**src/rtl/tsram_pkg.sv**
```systemverilog
package tsram_pkg;

  // Strobes from control to datapath, valid for the current clock edge.
  typedef struct packed {
    logic advance;       // edge is enabled: every register may move
    logic captureWrite;  // access in stage 2 is a write: capture wdata now
    logic loadRead;      // access in stage 2 is a read: load output register
  } dpStrobe_t;

  typedef enum logic {
    BURST_LINEAR      = 1'b0,
    BURST_INTERLEAVED = 1'b1
  } burstOrder_t;

endpackage

```
**src/rtl/tsram_ctrl.sv**
```systemverilog
module tsram_ctrl
  import tsram_pkg::*;
#(
  parameter int ADDR_W = 6,   // must be at least 3
  parameter int LANES  = 4
) (
  input  logic              clk,
  input  logic              rstN,
  input  logic              clkEnN,
  input  logic              loadN,
  input  logic              rdWrN,
  input  logic              selLoN,
  input  logic              selHi,
  input  logic              selAltN,
  input  logic              burstMode,
  input  logic [ADDR_W-1:0] addr,
  input  logic [LANES-1:0]  laneWrN,
  output dpStrobe_t         strobe,
  output logic [ADDR_W-1:0] opAddr,
  output logic [LANES-1:0]  opBe
);

  localparam int UPPER_W = ADDR_W - 2;

  logic              selNow;
  logic              burstSel, burstWr;
  logic [ADDR_W-1:0] base;
  logic [1:0]        cnt, stepCnt, lowNext;
  logic [ADDR_W-1:0] nextAddr;

  logic              s1Valid, s1Write, s2Valid, s2Write;
  logic [ADDR_W-1:0] s1Addr, s2Addr;
  logic [LANES-1:0]  s1Be, s2Be;

  assign selNow  = !selLoN && selHi && !selAltN;
  assign stepCnt = cnt + 2'd1;

  always_comb begin
    if (burstOrder_t'(burstMode) == BURST_INTERLEAVED)
      lowNext = base[1:0] ^ stepCnt;
    else
      lowNext = base[1:0] + stepCnt;
  end

  assign nextAddr = {base[ADDR_W-1 -: UPPER_W], lowNext};

  // Burst state and stage 1: the access chosen on this edge.
  always_ff @(posedge clk or negedge rstN) begin
    if (!rstN) begin
      burstSel <= 1'b0;
      burstWr  <= 1'b0;
      base     <= '0;
      cnt      <= '0;
      s1Valid  <= 1'b0;
      s1Write  <= 1'b0;
      s1Addr   <= '0;
      s1Be     <= '0;
    end else if (!clkEnN) begin
      s1Be <= ~laneWrN;
      if (!loadN) begin
        burstSel <= selNow;
        burstWr  <= !rdWrN;
        base     <= addr;
        cnt      <= '0;
        s1Valid  <= selNow;
        s1Write  <= !rdWrN;
        s1Addr   <= addr;
      end else begin
        if (burstSel) cnt <= stepCnt;
        s1Valid <= burstSel;
        s1Write <= burstWr;
        s1Addr  <= nextAddr;
      end
    end
  end

  // Stage 2: address and lanes presented to the datapath.
  always_ff @(posedge clk or negedge rstN) begin
    if (!rstN) begin
      s2Valid <= 1'b0;
      s2Write <= 1'b0;
      s2Addr  <= '0;
      s2Be    <= '0;
    end else if (!clkEnN) begin
      s2Valid <= s1Valid;
      s2Write <= s1Write;
      s2Addr  <= s1Addr;
      s2Be    <= s1Be;
    end
  end

  assign strobe.advance      = !clkEnN;
  assign strobe.captureWrite = s2Valid && s2Write;
  assign strobe.loadRead     = s2Valid && !s2Write;
  assign opAddr              = s2Addr;
  assign opBe                = s2Be;

  AST_FREEZE_PIPE: assert property (@(posedge clk) disable iff (!rstN)
    clkEnN |=> ($stable(s1Addr) && $stable(s1Valid) && $stable(s2Addr) &&
                $stable(s2Valid) && $stable(cnt)));

  AST_LINEAR_STEP: assert property (@(posedge clk) disable iff (!rstN)
    (!clkEnN && loadN && burstSel && !burstMode) |=>
      ((s1Addr[1:0] == $past(s1Addr[1:0]) + 2'd1) &&
       (s1Addr[ADDR_W-1:2] == $past(s1Addr[ADDR_W-1:2]))));

  AST_DESEL_BURST_IDLE: assert property (@(posedge clk) disable iff (!rstN)
    (!clkEnN && loadN && !burstSel) |=> ($stable(cnt) && !s1Valid));

endmodule

```
**src/rtl/tsram_datapath.sv**
```systemverilog
module tsram_datapath
  import tsram_pkg::*;
#(
  parameter int ADDR_W = 6,
  parameter int LANES  = 4,
  parameter int LANE_W = 9
) (
  input  logic                    clk,
  input  logic                    rstN,
  input  dpStrobe_t               strobe,
  input  logic [ADDR_W-1:0]       opAddr,
  input  logic [LANES-1:0]        opBe,
  input  logic                    outEnN,
  input  logic [LANES*LANE_W-1:0] wdata,
  output logic [LANES*LANE_W-1:0] rdata,
  output logic                    rdataOe
);

  localparam int DATA_W = LANES * LANE_W;
  localparam int DEPTH  = 1 << ADDR_W;

  // Stage 3: write waiting for its array update.
  logic              wrPend;
  logic [ADDR_W-1:0] wrAddr;
  logic [LANES-1:0]  wrBe;
  logic [DATA_W-1:0] wrData;

  logic              addrHit;
  logic [DATA_W-1:0] merged;
  logic [DATA_W-1:0] dout;
  logic              outValid;

  assign addrHit = wrPend && (wrAddr == opAddr);

  for (genvar l = 0; l < LANES; l++) begin : gLane
    logic [LANE_W-1:0] laneMem [DEPTH];

    always_ff @(posedge clk) begin
      if (strobe.advance && wrPend && wrBe[l])
        laneMem[wrAddr] <= wrData[l*LANE_W +: LANE_W];
    end

    assign merged[l*LANE_W +: LANE_W] = (addrHit && wrBe[l]) ?
      wrData[l*LANE_W +: LANE_W] : laneMem[opAddr];

    AST_FWD_LANE: assert property (@(posedge clk) disable iff (!rstN)
      (strobe.advance && strobe.loadRead && wrPend && (wrAddr == opAddr) && wrBe[l])
        |=> (dout[l*LANE_W +: LANE_W] == $past(wrData[l*LANE_W +: LANE_W])));
  end

  always_ff @(posedge clk or negedge rstN) begin
    if (!rstN) begin
      wrPend   <= 1'b0;
      wrAddr   <= '0;
      wrBe     <= '0;
      wrData   <= '0;
      outValid <= 1'b0;
      dout     <= '0;
    end else if (strobe.advance) begin
      wrPend <= strobe.captureWrite;
      if (strobe.captureWrite) begin
        wrAddr <= opAddr;
        wrBe   <= opBe;
        wrData <= wdata;
      end
      outValid <= strobe.loadRead;
      if (strobe.loadRead) dout <= merged;
    end
  end

  assign rdata   = dout;
  assign rdataOe = outValid && !outEnN;

  AST_OUT_FROZEN: assert property (@(posedge clk) disable iff (!rstN)
    !strobe.advance |=> ($stable(dout) && $stable(outValid) && $stable(wrPend)));

  AST_READ_SLOT: assert property (@(posedge clk) disable iff (!rstN)
    (strobe.advance && strobe.loadRead) |=> outValid);

endmodule

```
**src/rtl/tsram_top.sv**
```systemverilog
module tsram_top
  import tsram_pkg::*;
#(
  parameter int ADDR_W = 6,
  parameter int LANES  = 4,
  parameter int LANE_W = 9
) (
  input  logic                    clk,
  input  logic                    rstN,
  input  logic                    clkEnN,
  input  logic                    loadN,
  input  logic                    rdWrN,
  input  logic                    selLoN,
  input  logic                    selHi,
  input  logic                    selAltN,
  input  logic                    burstMode,
  input  logic [ADDR_W-1:0]       addr,
  input  logic [LANES-1:0]        laneWrN,
  input  logic [LANES*LANE_W-1:0] wdata,
  input  logic                    outEnN,
  output logic [LANES*LANE_W-1:0] rdata,
  output logic                    rdataOe
);

  dpStrobe_t         strobe;
  logic [ADDR_W-1:0] opAddr;
  logic [LANES-1:0]  opBe;

  tsram_ctrl #(.ADDR_W(ADDR_W), .LANES(LANES)) uCtrl (
    .clk(clk), .rstN(rstN), .clkEnN(clkEnN), .loadN(loadN), .rdWrN(rdWrN),
    .selLoN(selLoN), .selHi(selHi), .selAltN(selAltN), .burstMode(burstMode),
    .addr(addr), .laneWrN(laneWrN), .strobe(strobe), .opAddr(opAddr), .opBe(opBe)
  );

  tsram_datapath #(.ADDR_W(ADDR_W), .LANES(LANES), .LANE_W(LANE_W)) uData (
    .clk(clk), .rstN(rstN), .strobe(strobe), .opAddr(opAddr), .opBe(opBe),
    .outEnN(outEnN), .wdata(wdata), .rdata(rdata), .rdataOe(rdataOe)
  );

  AST_RESET_QUIET: assert property (@(posedge clk)
    !rstN |=> !rdataOe);

endmodule

```
**config.mk**
```make
export PLATFORM = sky130hd
export DESIGN_NAME = tsram_top
export DESIGN_NICKNAME = d
export VERILOG_FILES = /design/src/rtl/tsram_pkg.sv /design/src/rtl/tsram_ctrl.sv /design/src/rtl/tsram_datapath.sv /design/src/rtl/tsram_top.sv
export SDC_FILE = /design/constraint.sdc
export NUM_CORES = 2
export LEC_CHECK = 0
export ABC_CLOCK_PERIOD_IN_PS = 5650
export BUFFER_PORTS_ARGS = -buffer_cell sky130_fd_sc_hd__buf_2
export CAP_MARGIN = 10
export CORE_MARGIN = 3
export CORE_UTILIZATION = 30
export CTS_CLUSTER_SIZE = 8
export DETAILED_ROUTE_END_ITERATION = 10
export PLACE_DENSITY_LB_ADDON = 0.12
export SLEW_MARGIN = 20
export SYNTH_ARGS = -nofsm -noshare
export SYNTH_HDL_FRONTEND = slang
export SYNTH_SLANG_ARGS = --single-unit
```
**constraint.sdc**
```tcl
create_clock -name clk -period 5.65 [get_ports clk]
set_input_delay 0.2825 -clock clk [delete_from_list [all_inputs] [get_ports clk]]
set_output_delay 0.2825 -clock clk [all_outputs]
set_load 0.02 [all_outputs]
```
## Word level (Yosys, flattened, before mapping)

Memory sizes are Yosys's and may differ from the RTL's. A register that Yosys moved wholly into a read port is not among the register bits.
Index checks and enable logic that the tools add are counted.

- Muxes and demuxes: 12
- Reduce and logical (&&, ||, !) cells: 24
- Bitwise operators: 4
- Add/subtract/negate cells: 2
- Equality and inequality tests: 1

Operators by type and width:

| kind | count |
|---|---|
| 1-bit logical AND | 10 |
| 1-bit zero test | 10 |
| 1-bit 2-to-1 mux | 8 |
| 2-bit AND reduction | 4 |
| 2-bit 2-to-1 mux | 3 |
| 6-bit 2-to-1 mux | 1 |
| 4-bit inverter | 1 |
| 2-bit by 1-bit adder with 2-bit output (second input constant) | 1 |
| 2-bit adder | 1 |
| 2-bit by 1-bit != test with 1-bit output (second input constant) | 1 |
| 1-bit inverter | 2 |
| 2-bit XOR | 1 |

- Memories kept: 4
- Register bits after elaboration: 80
- Output and inout port bits: 37
- RAM bits: 2,304

Memory list:

| memory | words | bits a word | rd ports | clocked after memory_dff | write ports | RTL line | RTL |
|---|---|---|---|---|---|---|---|
| uData.gLane[0].laneMem | 64 | 9 | 1 | 1 | 1 | tsram_datapath.sv:36 | `logic [LANE_W-1:0] laneMem [DEPTH];` |
| uData.gLane[1].laneMem | 64 | 9 | 1 | 1 | 1 | tsram_datapath.sv:36 |  |
| uData.gLane[2].laneMem | 64 | 9 | 1 | 1 | 1 | tsram_datapath.sv:36 |  |
| uData.gLane[3].laneMem | 64 | 9 | 1 | 1 | 1 | tsram_datapath.sv:36 |  |

## Logic depth before layout (Yosys ltp)

- Depth after elaboration: 5
- Gate-level depth with buffers: 9
- Depth with buffers taken out: 7

## By module

Synthesis repeated with hierarchy kept, for this count alone.

- Cell total of the unflattened synthesis: 4,356
- Area, all modules: 93,210.6 µm²

Modules (own cells, without submodules):

| module | times used | sequential area each (µm²) | cells each | area each (µm²) |
|---|---|---|---|---|
| tsram_datapath | 1 | 71,288.4 | 4,252 | 91,871.9 |
| tsram_ctrl | 1 | 800.8 | 104 | 1,338.8 |

## Worst setup path before layout

Ideal clock, no wire load.

- Path type: reg-to-reg
- From: reg uCtrl.s2Addr[0], in the netlist uCtrl.opAddr[0]
- To: reg uData.dout[31], in the netlist uData.rdata[31] (read register of uData.gLane[3].laneMem)
- Required time: 5,519 ps
- Cell stages (with the launch flop): 9
- Slack: 3,420 ps
- Arrival: 2,099 ps
- Library setup time: 131 ps
- Cell sequence: dfrtp_1 clkbuf_1 clkbuf_1 buf_2 mux4_2 a22oi_1 a21oi_1 nor4_1 o21ai_0

RTL lines:

| element | RTL line | RTL |
|---|---|---|
| start, declared | tsram_ctrl.sv:32 | `logic [ADDR_W-1:0] s1Addr, s2Addr;` |
| start signal, assigned | tsram_ctrl.sv:87 | `s2Addr <= s1Addr;` |
| end, declared | tsram_datapath.sv:30 | `logic [DATA_W-1:0] dout;` |

## Final worst setup path

- From: reg uData.wrAddr[4]
- To: mem uData.gLane[1].laneMem[18][8] (enable)

RTL lines:

| element | RTL line | RTL |
|---|---|---|
| start, declared | tsram_datapath.sv:24 | `logic [ADDR_W-1:0] wrAddr;` |
| start signal, assigned | tsram_datapath.sv:62 | `wrAddr <= opAddr;` |
| end, declared | tsram_datapath.sv:36 |  |

No word-level cell before the write port.

==> metrics.csv <==
stage,metric,value,unit
status,status,finished clean,
drt,Total Wirelength,284000,µm
timing,unrepaired setup endpoints after global routing,no,
layout,Synth-to-Final Area Change,17.4,%
worst_setup_path,Crit Path Max Fanout,10,
clock_network,clk slew on worst S/H paths,0.05,ns
floorplanning,Row Count,203,
clock_network,Max H-tree Level,5,
worst_setup_path,r2r setup slk,1.76,ns
clock_network,post-CTS sizing,0,
synthesis,post-synthesis sequential element count,2420,
floorplanning,Die X,561,µm
worst_setup_path,Setup crit end kind,flip-flop,
floorplanning,die area,0.315,mm²
synthesis,Post-Synthesis Cell Area,0.0925,mm²
grt,initial antenna violation count,14,
worst_setup_path,crit path launch type,flip-flop,
floorplanning,Die Ht,561,µm
placement,HPWL after DPL,167000,µm
placement,total placed cells including tap cells,8376,
drt,Avg Vias per Cell,5.08,
timing,Slew @ Worst Pin,1.18,ns
synthesis,top post-synthesis cells by count,"edfxtp_1, mux4_2, a22oi_1",
clock_network,CTS buffer count,344,
drt,DRC Markers,0,
drt,via count,45519,
synthesis,Mapped Avg Cell Area,21.4,µm²
drt,Initial DRC Count,4472,
clock_network,CTS tree,yes,
drt,drt wl/cell,31.7,µm
clock_network,CTS root buf,clkbuf_16,
floorplanning,Initial Util,0.302,
grt,vias in the first global route,47358,
pwr,Peak supply drop,0.000456,V
synthesis,"EDFF count, synth",2304,
floorplanning,Ports,93,
drt,1st-pass router iterations,7,
worst_setup_path,max incr delay on CP,1.10,ns
layout,layout cells sized above 1,0.277,
timing,post-layout min period,3.89,ns
grt,final global-route overflow total,0,
drt,number of nets with antenna violations after routing,0,
synthesis,Main synth FF type,edfxtp_1,
clock_network,clk sinks,2420,
synthesis,share of the yosys chip area belonging to registers,0.779,
placement,Placer Congestion,0.738,
worst_setup_path,critical path's slowest cell,nor2_1,
placement,IO buf count,92,
synthesis,Synth top area share,0.748,
timing,Worst slew margin,0.211,
grt,largest net degree at the start of global routing,103,
timing,Final Max Slew Viols,0,
synthesis,Gate Count Post-Synth,4322,
synthesis,Syn. warnings,0,
run,MaxCap Viol Count,0,
synthesis,largest area contributor in the netlist,edfxtp_1,
worst_setup_path,critical path arrival,4.36,ns
layout,Non-Filler Instances,8955,
timing,final number of hold-violating endpoints,0,
min_path,Hold Crit Class,primary input to flip-flop,
synthesis,Synth area leaders,"edfxtp_1, mux4_2, dfrtp_1, a22oi_1, nor2_1",
floorplanning,Core ar.,0.306,mm²
worst_setup_path,CP Cell Sequence,nor3b_1 > nand2_1 > nor2_1,
synthesis,Synth cell types,35,
grt,Global Route Usage Sum,0.177,
synthesis,asr flop ratio synth,0.0479,
pwr,Lkg Pwr,33.5,nW
timing,f_max,257,MHz
worst_setup_path,Setup CP Type,flip-flop to flip-flop,
timing,final cycle utilization of the critical path,0.688,
worst_setup_path,required time of the critical path,6.12,ns
layout,Total Nets Final,4737,
pwr,Pwr per Cell Area,462,mW/mm²
timing,Final setup viols,0,
timing,setup_tns,0,ns
timing,clock skew,0.0383,ns
synthesis,net count after synthesis,4379,
clock_network,later-pin clock latency in the skew report,0.86,ns
grt,first-pass GRT wire length,394000,µm
synthesis,top-count cell post-synth,edfxtp_1,
clock_network,Clock Tree Buf Depth,4,
## per-stage QoR
step	hold slack, ns	utilization	total power [mW]	instance area [µm²]	worst slack, ns
6_report	0.164	0.355	50.1	109000	1.76
5_1_grt	0.161	0.355	52.1	109000	1.73
4_1_cts	0.0863	0.354	50.9	109000	1.82
3_5_place_dp	0.244	0.321	32.0	98400	1.84
3_3_place_gp	0.236	0.321	31.9	98300	1.82
2_1_floorplan	-0.0131	-	27.6	92500	3.42
## path summary, 6_finish.rpt
path | to | cells after the start | from
worst max-delay path | uData.gLane[1].laneMem[18][8] | 3 | uData.wrAddr[4]
max in group asynchronous | uData.wrData[8] | 4 | rstN
min in group asynchronous | uCtrl.base[2] | 4 | rstN
worst min register to register | uCtrl.s1Addr[0] | 2 | uCtrl.s1Addr[0]
worst max register to register | uData.gLane[1].laneMem[18][8] | 3 | uData.wrAddr[4]
worst min-delay path | uCtrl.s1Be[2] | 3 | laneWrN[2]
## area by class of cell
class / instances / area (µm²)
Multi-Input combinational cell: 1635 / 19400
Tap cell: 4100 / 5130
Antenna cell: 12 / 30.0
Inverter: 1 / 3.75
Sequential cell: 2420 / 72100
Clock inverter: 14 / 178
Clock buffer: 495 / 9380
Fill cell: 28523 / 198000
Timing Repair Buffer: 278 / 2310
## where the power goes
group          internal [mW]  total (mW)  switching [mW]  leakage [nW]
combinational           2.69        8.93            6.24          6.53
clock                   11.3        18.8            7.43          4.61
sequential              22.1        22.5           0.410          22.4
## flip-flops by register name, indices dropped and copies added, names as in the netlist, 6 cells and up
| register | flops |
|---|---|
| uCtrl.s1Addr | 6 |
| uCtrl.opAddr | 6 |
| uData.wrAddr | 6 |
| uData.rdata | 36 |
| uCtrl.base | 6 |
| uData.gLane.laneMem | 2304 |
| uData.wrData | 36 |
## routing by layer
| layer | track usage | part of all wire | routed length (µm) |
|---|---|---|---|
| met4 | 0.0445 | 0.024 | 6840 |
| met3 | 0.0342 | 0.058 | 16400 |
| met5 | 0 | 0 | 0 |
| met1 | 0.249 | 0.44 | 125000 |
| met2 | 0.284 | 0.48 | 136000 |
## worst max-delay path, delay by kind of cell, from the launching register on
kind | cells | cell delay, ns
flip-flops | 1 | 0.52
AND/OR/NAND/NOR | 3 | 2.97
## cells by family (layout without fill, tap and decap cells)
family                   count (synthesis)  after routing  share of synthesized area
other                                    0             12                          0
AND/OR/NAND/NOR                        458            458                     0.0218
XOR/XNOR                                 9              9                   0.000852
multiplexers                           646            646                      0.149
AO/OA/AOI/OAI                          521            521                     0.0366
adder cells (fa/ha/maj)                  1              1                   0.000135
flip-flops                            2420           2420                      0.779
buffers and inverters                  267            788                     0.0124
## placed cells by master, fill, tap and decap left out, types with 36 or more instances in the layout
cell type,instances
a31oi_1,36
dfrtp_2,36
nor2_2,56
nand2_1,84
a22oi_1,288
a21oi_1,144
mux4_2,576
o21ai_0,48
dfrtp_1,78
buf_2,91
edfxtp_1,2304
nor2_1,204
nor2b_1,38
mux2_2,63
buf_4,105
clkbuf_16,353
dlygate4sd3_1,57
clkbuf_1,141
## timing repair
| item | CTS | global route |
|---|---|---|
| hold buffers | 58 | 0 |
| endpoints found under the hold margin | 174 | 0 |
| setup buffers | 0 | 0 |
Note: power is estimated with default switching activity, not from simulation.
